### config.mk
export PLATFORM = sky130hd
export DESIGN_NAME = fetch_pc
export DESIGN_NICKNAME = d
export VERILOG_FILES = /design/src/rtl/fetch_pc_pkg.sv /design/src/rtl/fetch_pc_adder.sv /design/src/rtl/fetch_pc_ctrl.sv /design/src/rtl/fetch_pc.sv
export SDC_FILE = /design/constraint.sdc
export NUM_CORES = 1
export LEC_CHECK = 0
export BUFFER_PORTS_ARGS = -buffer_cell sky130_fd_sc_hd__clkbuf_2
export CORE_UTILIZATION = 58
export DETAILED_ROUTE_END_ITERATION = 12
export GPL_TIMING_DRIVEN = 0
export PLACE_DENSITY = 0.84
export SLEW_MARGIN = 25
export SYNTH_ARGS = -nofsm -noshare
export SYNTH_HDL_FRONTEND = slang
export SYNTH_SLANG_ARGS = --single-unit
### constraint.sdc
create_clock -name clk -period 5.6 [get_ports clk]
set_input_delay 0 -clock clk [delete_from_list [all_inputs] [get_ports clk]]
set_output_delay 0 -clock clk [all_outputs]
set_load 0.005 [all_outputs]
### src/rtl/fetch_pc_pkg.sv
`timescale 1ns/1ps
package fetch_pc_pkg;
    parameter int ADDR_W    = 16;
    parameter int LEN_W     = 2;
    parameter int PAGE_LSB  = 8;

    typedef enum logic [0:0] {
        ST_RUN         = 1'b0,
        ST_CARRY_STALL = 1'b1
    } pc_state_e;
endpackage

### src/rtl/fetch_pc_adder.sv
`timescale 1ns/1ps
module fetch_pc_adder #(
    parameter int ADDR_W   = 16,
    parameter int LEN_W    = 2,
    parameter int PAGE_LSB = 8
) (
    input  logic [ADDR_W-1:0] cur_addr,
    input  logic [LEN_W-1:0]  len,
    output logic [ADDR_W-1:0] seq_addr,
    output logic              hi_carry
);
    localparam int PAD_W = ADDR_W - LEN_W;

    always_comb begin
        seq_addr = cur_addr + {{PAD_W{1'b0}}, len};
        hi_carry = (seq_addr[ADDR_W-1:PAGE_LSB] != cur_addr[ADDR_W-1:PAGE_LSB]);
    end
endmodule

### src/rtl/fetch_pc_ctrl.sv
`timescale 1ns/1ps
module fetch_pc_ctrl
    import fetch_pc_pkg::*;
#(
    parameter int ADDR_W = 16,
    parameter int LEN_W  = 2
) (
    input  logic              clk,
    input  logic              rst_n,
    input  logic              step_req,
    input  logic [LEN_W-1:0]  step_len,
    input  logic              br_req,
    input  logic [ADDR_W-1:0] br_target,
    input  logic [ADDR_W-1:0] seq_addr,
    input  logic              hi_carry,
    output logic [ADDR_W-1:0] pc_q,
    output logic              fetch_vld,
    output logic              busy
);
    pc_state_e         state_q, state_d;
    logic [ADDR_W-1:0] pc_d, park_q, park_d;
    logic              step_ok;

    assign step_ok = step_req && (step_len != '0);

    // next-state and datapath selection
    always_comb begin
        state_d = state_q;
        pc_d    = pc_q;
        park_d  = park_q;
        unique case (state_q)
            ST_RUN: begin
                if (br_req) begin
                    pc_d = br_target;                 // branch
                end else if (step_ok && hi_carry) begin
                    park_d  = seq_addr;               // carry
                    state_d = ST_CARRY_STALL;
                end else if (step_ok) begin
                    pc_d = seq_addr;                  // step
                end
            end
            ST_CARRY_STALL: begin
                pc_d    = park_q;                     // commit
                state_d = ST_RUN;
            end
            default: state_d = ST_RUN;
        endcase
    end

    // state register
    always_ff @(posedge clk or negedge rst_n) begin
        if (!rst_n) begin
            state_q <= ST_RUN;
            pc_q    <= '0;
            park_q  <= '0;
        end else begin
            state_q <= state_d;
            pc_q    <= pc_d;
            park_q  <= park_d;
        end
    end

    // outputs
    always_comb begin
        fetch_vld = 1'b0;
        busy      = 1'b0;
        unique case (state_q)
            ST_RUN:         fetch_vld = 1'b1;
            ST_CARRY_STALL: busy      = 1'b1;
            default: ;
        endcase
    end

    assert_stall_single_R4: assert property (@(posedge clk) disable iff (!rst_n)
        busy |=> (!busy && fetch_vld));
    assert_stall_holds_addr_R4: assert property (@(posedge clk) disable iff (!rst_n)
        busy |-> $stable(pc_q));
    assert_carry_enters_stall_R4: assert property (@(posedge clk) disable iff (!rst_n)
        (!busy && !br_req && step_ok && hi_carry) |=> busy);
    assert_step_same_page_R2: assert property (@(posedge clk) disable iff (!rst_n)
        (!busy && !br_req && step_ok && !hi_carry)
        |=> (pc_q == $past(seq_addr) && !busy));
    assert_branch_no_stall_R5: assert property (@(posedge clk) disable iff (!rst_n)
        (!busy && br_req) |=> (pc_q == $past(br_target) && !busy));
    assert_idle_hold_R3: assert property (@(posedge clk) disable iff (!rst_n)
        (!busy && !br_req && !step_ok) |=> $stable(pc_q));
    assert_vld_excl_busy_R4: assert property (@(posedge clk) disable iff (!rst_n)
        $onehot({fetch_vld, busy}));
endmodule

### src/rtl/fetch_pc.sv
`timescale 1ns/1ps
module fetch_pc
    import fetch_pc_pkg::*;
#(
    parameter int ADDR_W   = 16,
    parameter int LEN_W    = 2,
    parameter int PAGE_LSB = 8
) (
    input  logic              clk,
    input  logic              rst_n,
    input  logic              step_req,
    input  logic [LEN_W-1:0]  step_len,
    input  logic              br_req,
    input  logic [ADDR_W-1:0] br_target,
    output logic [ADDR_W-1:0] fetch_addr,
    output logic              fetch_vld,
    output logic              busy
);
    logic [ADDR_W-1:0] seq_addr;
    logic              hi_carry;

    fetch_pc_adder #(.ADDR_W(ADDR_W), .LEN_W(LEN_W), .PAGE_LSB(PAGE_LSB)) u_adder (
        .cur_addr (fetch_addr),
        .len      (step_len),
        .seq_addr (seq_addr),
        .hi_carry (hi_carry)
    );

    fetch_pc_ctrl #(.ADDR_W(ADDR_W), .LEN_W(LEN_W)) u_ctrl (
        .clk       (clk),
        .rst_n     (rst_n),
        .step_req  (step_req),
        .step_len  (step_len),
        .br_req    (br_req),
        .br_target (br_target),
        .seq_addr  (seq_addr),
        .hi_carry  (hi_carry),
        .pc_q      (fetch_addr),
        .fetch_vld (fetch_vld),
        .busy      (busy)
    );
endmodule

==> results of run 1 <==
## synth_stat cells (all sizes together) (3+ instances only)
library cell,number
mux2,7
buf,3
nor3,4
o211ai,6
a211oi,4
dfrtp,33
a31oi,3
o21ai,12
and3,3
inv,11
nand2,15
nand2b,3
o21a,6
mux2i,7
clkbuf,6
xnor2,7
nor2,4
o22ai,4
nor4,4
nand3,3
a2111oi,3
nand4,7
a21oi,19
## metal layers
metal,wire (um),vias to the layer above,share of wire,global-route usage
li1,-,870,-,-
met1,2050,867,0.42,0.435
met2,2310,101,0.47,0.489
met3,476,9,0.097,0.0823
met4,59,0,0.012,0.110
met5,0,-,0,0
## sequential cells by signal, indices dropped and copies added, names as in the netlist
register	flops
u_ctrl.pc_q	16
u_ctrl.park_q	16
u_ctrl.state_q	1
## path summary, 6_finish.rpt
kind	start	end	slack [ns]	cells after the start
min in group asynchronous	rst_n	u_ctrl.pc_q[1]$_DFFE_PN0P_	0.30	2
worst min-delay path	br_target[7]	u_ctrl.pc_q[7]$_DFFE_PN0P_	0.03	3
worst min register to register	u_ctrl.park_q[14]$_DFFE_PN0P_	u_ctrl.pc_q[14]$_DFFE_PN0P_	0.50	2
worst max-delay path	u_ctrl.pc_q[0]$_DFFE_PN0P_	u_ctrl.pc_q[2]$_DFFE_PN0P_	2.91	7
max in group asynchronous	rst_n	u_ctrl.park_q[5]$_DFFE_PN0P_	4.79	2
worst max register to register	u_ctrl.pc_q[0]$_DFFE_PN0P_	u_ctrl.pc_q[2]$_DFFE_PN0P_	2.91	7
## final cells by class
class	instances	area (um2)
multi-input combinational	147	1020
fill	262	790
tap	44	55.1
sequential	33	826
buffer	9	42.5
timing repair buffer	47	275
clock buffer	7	55.1
inverter	11	41.3
## per-stage QoR
stage / power (W) / area, um2 / setup slack, ns / instances / hold WS (ns)
2_1_floorplan: 0.000512 / 1930 / 3.35 / 200 / -0.296
3_3_place_gp: 0.000585 / 2180 / 3.00 / 283 / 0.135
3_5_place_dp: 0.000594 / 2180 / 2.97 / 283 / 0.136
4_1_cts: 0.000733 / 2310 / 2.94 / 298 / 0.0165
5_1_grt: 0.000784 / 2310 / 2.85 / 298 / 0.0170
6_report: 0.000731 / 2310 / 2.91 / 298 / 0.0290
## worst max-delay path: stages, from the launching register on
cell and delay, ns:
dfrtp_1 0.41, ha_1 0.23, inv_1 0.08, fa_1 0.27, a21bo_2 0.26, o211a_1 0.23
o21ai_1 0.67, mux2_2 0.42
## kinds of logic (layout without fill, tap and decap cells)
family | Yosys count | after routing | synth area share
DFF | 33 | 33 | 0.428
xor gates and xnor gates | 9 | 9 | 0.0409
muxes | 14 | 14 | 0.0772
adders and majority gates | 3 | 3 | 0.0234
buffers and inverters | 20 | 74 | 0.0435
AOI/OAI and AO/OA | 68 | 68 | 0.229
and+or+nand+nor | 53 | 53 | 0.158
## power by group through the flow
stage                     combinational, W  clock [W]  sequential, W
after global placement            0.000223          0       0.000362
after floorplan                   0.000160          0       0.000352
after CTS                         0.000236   0.000139       0.000359
after detailed placement          0.000230          0       0.000363
final                             0.000237   0.000134       0.000360
after global routing              0.000263   0.000151       0.000370
## what timing repair did
item                      4_1_cts  5_1_grt
resized for setup               0        0
setup buffers                   0        0
hold buffers                    8        0
hold endpoints to repair       40        0
==> impl_metrics.tcl, run 1 <==
set metrics [dict create \
    status "complete, no violations" \
    synthFlopType "dfrtp_1" \
    finalCritPeriodShare 0.480 \
    drt_first_pass_iters 5 \
    start_util 0.621 \
    min-delay-path-class "in -> reg" \
    critical_path_class "reg -> reg" \
    combinationalPowerShare 0.325 \
    final_common_cell "clkbuf_2" \
    path_clk_slew_ns 0.09 \
    synth_top_area_frac 0.428 \
    grt_max_degree 34 \
    power_leakage_nw 1.04 \
    io_pins 40 \
    cp.required_ns 5.82 \
    cts_tree "built" \
    clock_skew_ns 0.00540 \
    p_int_w 0.000477 \
    num_vias 1847 \
    cap_violations 0 \
    ys_ff_latch 33 \
    cts_buffers 5 \
    core_um2 3100 \
    async_flop_share 1.00 \
    final.min_clock_period_ns 2.69 \
    die_h_um 59.7 \
    viasPerCell 6.20 \
    gp_congestion 0.909 \
    p_per_area_nw_per_um2 316 \
    yosysSeqAreaShare 0.428 \
    antenna_left 0 \
    fin_tns_setup_ns 0 \
    drc 0 \
    synthCells 200 \
    cts.htree.levels 2 \
    synth_edf_count 0 \
    path_max_fanout 8 \
    final_cell_mix "clkbuf_2, dfrtp_1, a21oi_1" \
    ys_warn_count 0 \
    dr.first_iter.drc_count 136 \
    area_growth_pct 20.0 \
    diodes 0 \
    cts_max_path_buffers 2 \
    cts.sinks 33 \
    synth_cell_types 50 \
    fp.dieArea_um2 3560 \
    first_global_vias 1764 \
    grt_antenna_before_repair 0 \
    die_w_um 59.7 \
    layout-drive-gt1-share 0.240 \
    endpoint_kind "register" \
    tightest_slew_ns 0.834 \
    timing.fmax_mhz 372 \
    grt_pass1_wl_um 8240 \
    start_kind "register" \
    final_core_util 0.746 \
    ir_drop_v 0.000202 \
    row_count 20 \
    post-dp-hpwl_um 3480 \
    mappedNetlistArea_um2 1930 \
    switching_share 0.348 \
    seq_power_share 0.493 \
    avgSynthCellArea_um2 9.64 \
    final_nets 279 \
    clockRootBuffer "clkbuf_4" \
    drv_slew 0 \
    routed_wl_um 4890 \
    globalRouteOverflowTotal 0 \
    clk_latency_ns 0.33 \
    synth_top_cell_by_area "dfrtp_1" \
    relSlewSlack 0.440 \
    rsz0062_at_grt "false" \
    switchingPower_w 0.000254 \
    p_clk_frac 0.183 \
    synth_nets 225 \
    cp.arrival_ns 2.91 \
    finalHoldViolCount 0 \
    wl_per_cell_um 16.4 \
    grt_usage 0.318 \
    portBuffers 39 \
    ys_top_cells_by_area "dfrtp_1, a21oi_1, mux2_2" \
    setup_viol 0 \
]
(Power assumes the default switching activity.)
==> run 2, diff against run 1 <==
CORE_UTILIZATION = 54   (was 58)
PLACE_DENSITY = 0.79   (was 0.84)
clock period = 2.6 ns   (was 5.6 ns; I/O delays follow)
==> impl_metrics.tcl, run 2 (synthesized netlist as in run 1, its figures left out) <==
set metrics [dict create \
    switchingPower_w 0.000567 \
    path_clk_slew_ns 0.11 \
    cts_max_path_buffers 2 \
    r2r-start "u_ctrl.pc_q[0]$_DFFE_PN0P_" \
    cts.sinks 33 \
    wl_per_cell_um 15.9 \
    drt_first_pass_iters 4 \
    gp_congestion 0.876 \
    final_core_util 0.689 \
    cp.arrival_ns 2.68 \
    clk_latency_ns 0.36 \
    grt_antenna_before_repair 0 \
    grt_usage 0.279 \
    timing.fmax_mhz 413 \
    reg.largest.list "u_ctrl.park_q (16), u_ctrl.pc_q (16), u_ctrl.state_q (1)" \
    die_h_um 61.8 \
    hold_path_startpoint "br_target[7]" \
    grt_pass1_wl_um 7450 \
    first_global_vias 1592 \
    rsz0062_at_grt "false" \
    n_fill_cell 286 \
    power_leakage_nw 1.06 \
    path_max_fanout 8 \
    p_int_w 0.00105 \
    finalCritPeriodShare 0.932 \
    cts_setup_buffers 0 \
    dr.first_iter.drc_count 116 \
    drv_slew 0 \
    row_count 21 \
    cp.required_ns 2.86 \
    io_pins 40 \
    antenna_left 0 \
    layout-drive-gt1-share 0.255 \
    p_clk_frac 0.211 \
    clockRootBuffer "clkbuf_4" \
    fp.dieArea_um2 3810 \
    num_vias 1807 \
    globalRouteOverflowTotal 0 \
    critical_path_class "reg -> reg" \
    relSlewSlack 0.450 \
    clock_skew_ns 0.0135 \
    drc 0 \
    grt_max_degree 34 \
    switching_share 0.350 \
    cts_buffers 5 \
    status "complete, no violations" \
    whs_ns 0.00803 \
    area_growth_pct 21.2 \
    seq_power_share 0.479 \
    combinationalPowerShare 0.311 \
    post_dp_cell_area_um2 2180 \
    core_um2 3390 \
    cap_violations 0 \
    routed_wl_um 4770 \
    cts.htree.levels 2 \
    portBuffers 39 \
    start_util 0.569 \
    final_cell_mix "clkbuf_2, dfrtp_1, a21oi_1" \
    final_area_um2 2340 \
    die_w_um 61.8 \
    cts_tree "built" \
    tightest_slew_ns 0.825 \
    ir_drop_v 0.000384 \
    final_common_cell "clkbuf_2" \
    power.total_w 0.00162 \
    worstSetupStartpoint "u_ctrl.pc_q[0]$_DFFE_PN0P_" \
    final.min_clock_period_ns 2.42 \
    diodes 0 \
    setup_viol 0 \
    start_kind "register" \
    finalHoldViolCount 0 \
    viasPerCell 6.00 \
    p_per_area_nw_per_um2 694 \
    fin_tns_setup_ns 0 \
    min-delay-path-class "in -> reg" \
    post-dp-hpwl_um 3370 \
    endpoint_kind "register" \
    final_nets 279 \
]
run 2: per-stage QoR:
step | std cells | worst slack [ns]
after global placement | 285 | 0.0305
after detailed placement | 285 | -0.00917
after global routing | 301 | 0.0341
after floorplan | 200 | 0.353
final | 301 | 0.178
after CTS | 301 | 0.0861
run 2: critical path, cell delays in order, from the launching register on:
cell and delay (ns):
dfrtp_1 0.42, ha_1 0.23, inv_1 0.08, fa_1 0.28, a21bo_2 0.26, o211a_1 0.24
o21ai_2 0.42, mux2_2 0.39
run 2: area by class of cell:
cell class / instances / area [um2] / area share
Inverter: 11 / 41.3 / 0.0177
Buffer: 9 / 43.8 / 0.0187
Timing Repair Buffer: 47 / 275 / 0.118
Clock inverter: 1 / 5.00 / 0.00214
Tap cell: 46 / 57.6 / 0.0246
Multi-Input combinational cell: 147 / 1020 / 0.438
Clock buffer: 7 / 65.1 / 0.0279
Sequential cell: 33 / 826 / 0.354
run 2: final timing paths:
kind                            slack [ns]                           to  cells after the start
worst min register to register        0.49  u_ctrl.pc_q[10]$_DFFE_PN0P_                      2
worst min-delay path                 0.008   u_ctrl.pc_q[7]$_DFFE_PN0P_                      3
worst max-delay path                  0.18   u_ctrl.pc_q[0]$_DFFE_PN0P_                      7
worst max register to register        0.18   u_ctrl.pc_q[0]$_DFFE_PN0P_                      7
min in group asynchronous             0.26   u_ctrl.pc_q[5]$_DFFE_PN0P_                      2
max in group asynchronous             1.82   u_ctrl.pc_q[7]$_DFFE_PN0P_                      2
run 2: per-layer routing:
layer / part of all wire / GRT usage
met5: 0 / 0
met4: 0.011 / 0.0730
met3: 0.067 / 0.0890
met2: 0.48 / 0.445
met1: 0.44 / 0.371
run 2: power groups by stage:
| stage | logic, W | registers [W] | clock network (W) |
|---|---|---|---|
| floorplan | 0.000344 | 0.000758 | 0 |
| global placement | 0.000483 | 0.000778 | 0 |
| detailed placement | 0.000493 | 0.000783 | 0 |
| CTS | 0.000504 | 0.000774 | 0.000338 |
| global route | 0.000566 | 0.000800 | 0.000364 |
| finish | 0.000504 | 0.000776 | 0.000341 |
run 2: what timing repair did:
action                     in CTS  in global routing
setup endpoints to repair       3                  3
resized for setup               1                  2
hold endpoints to repair       40                  0
hold buffers                    8                  0
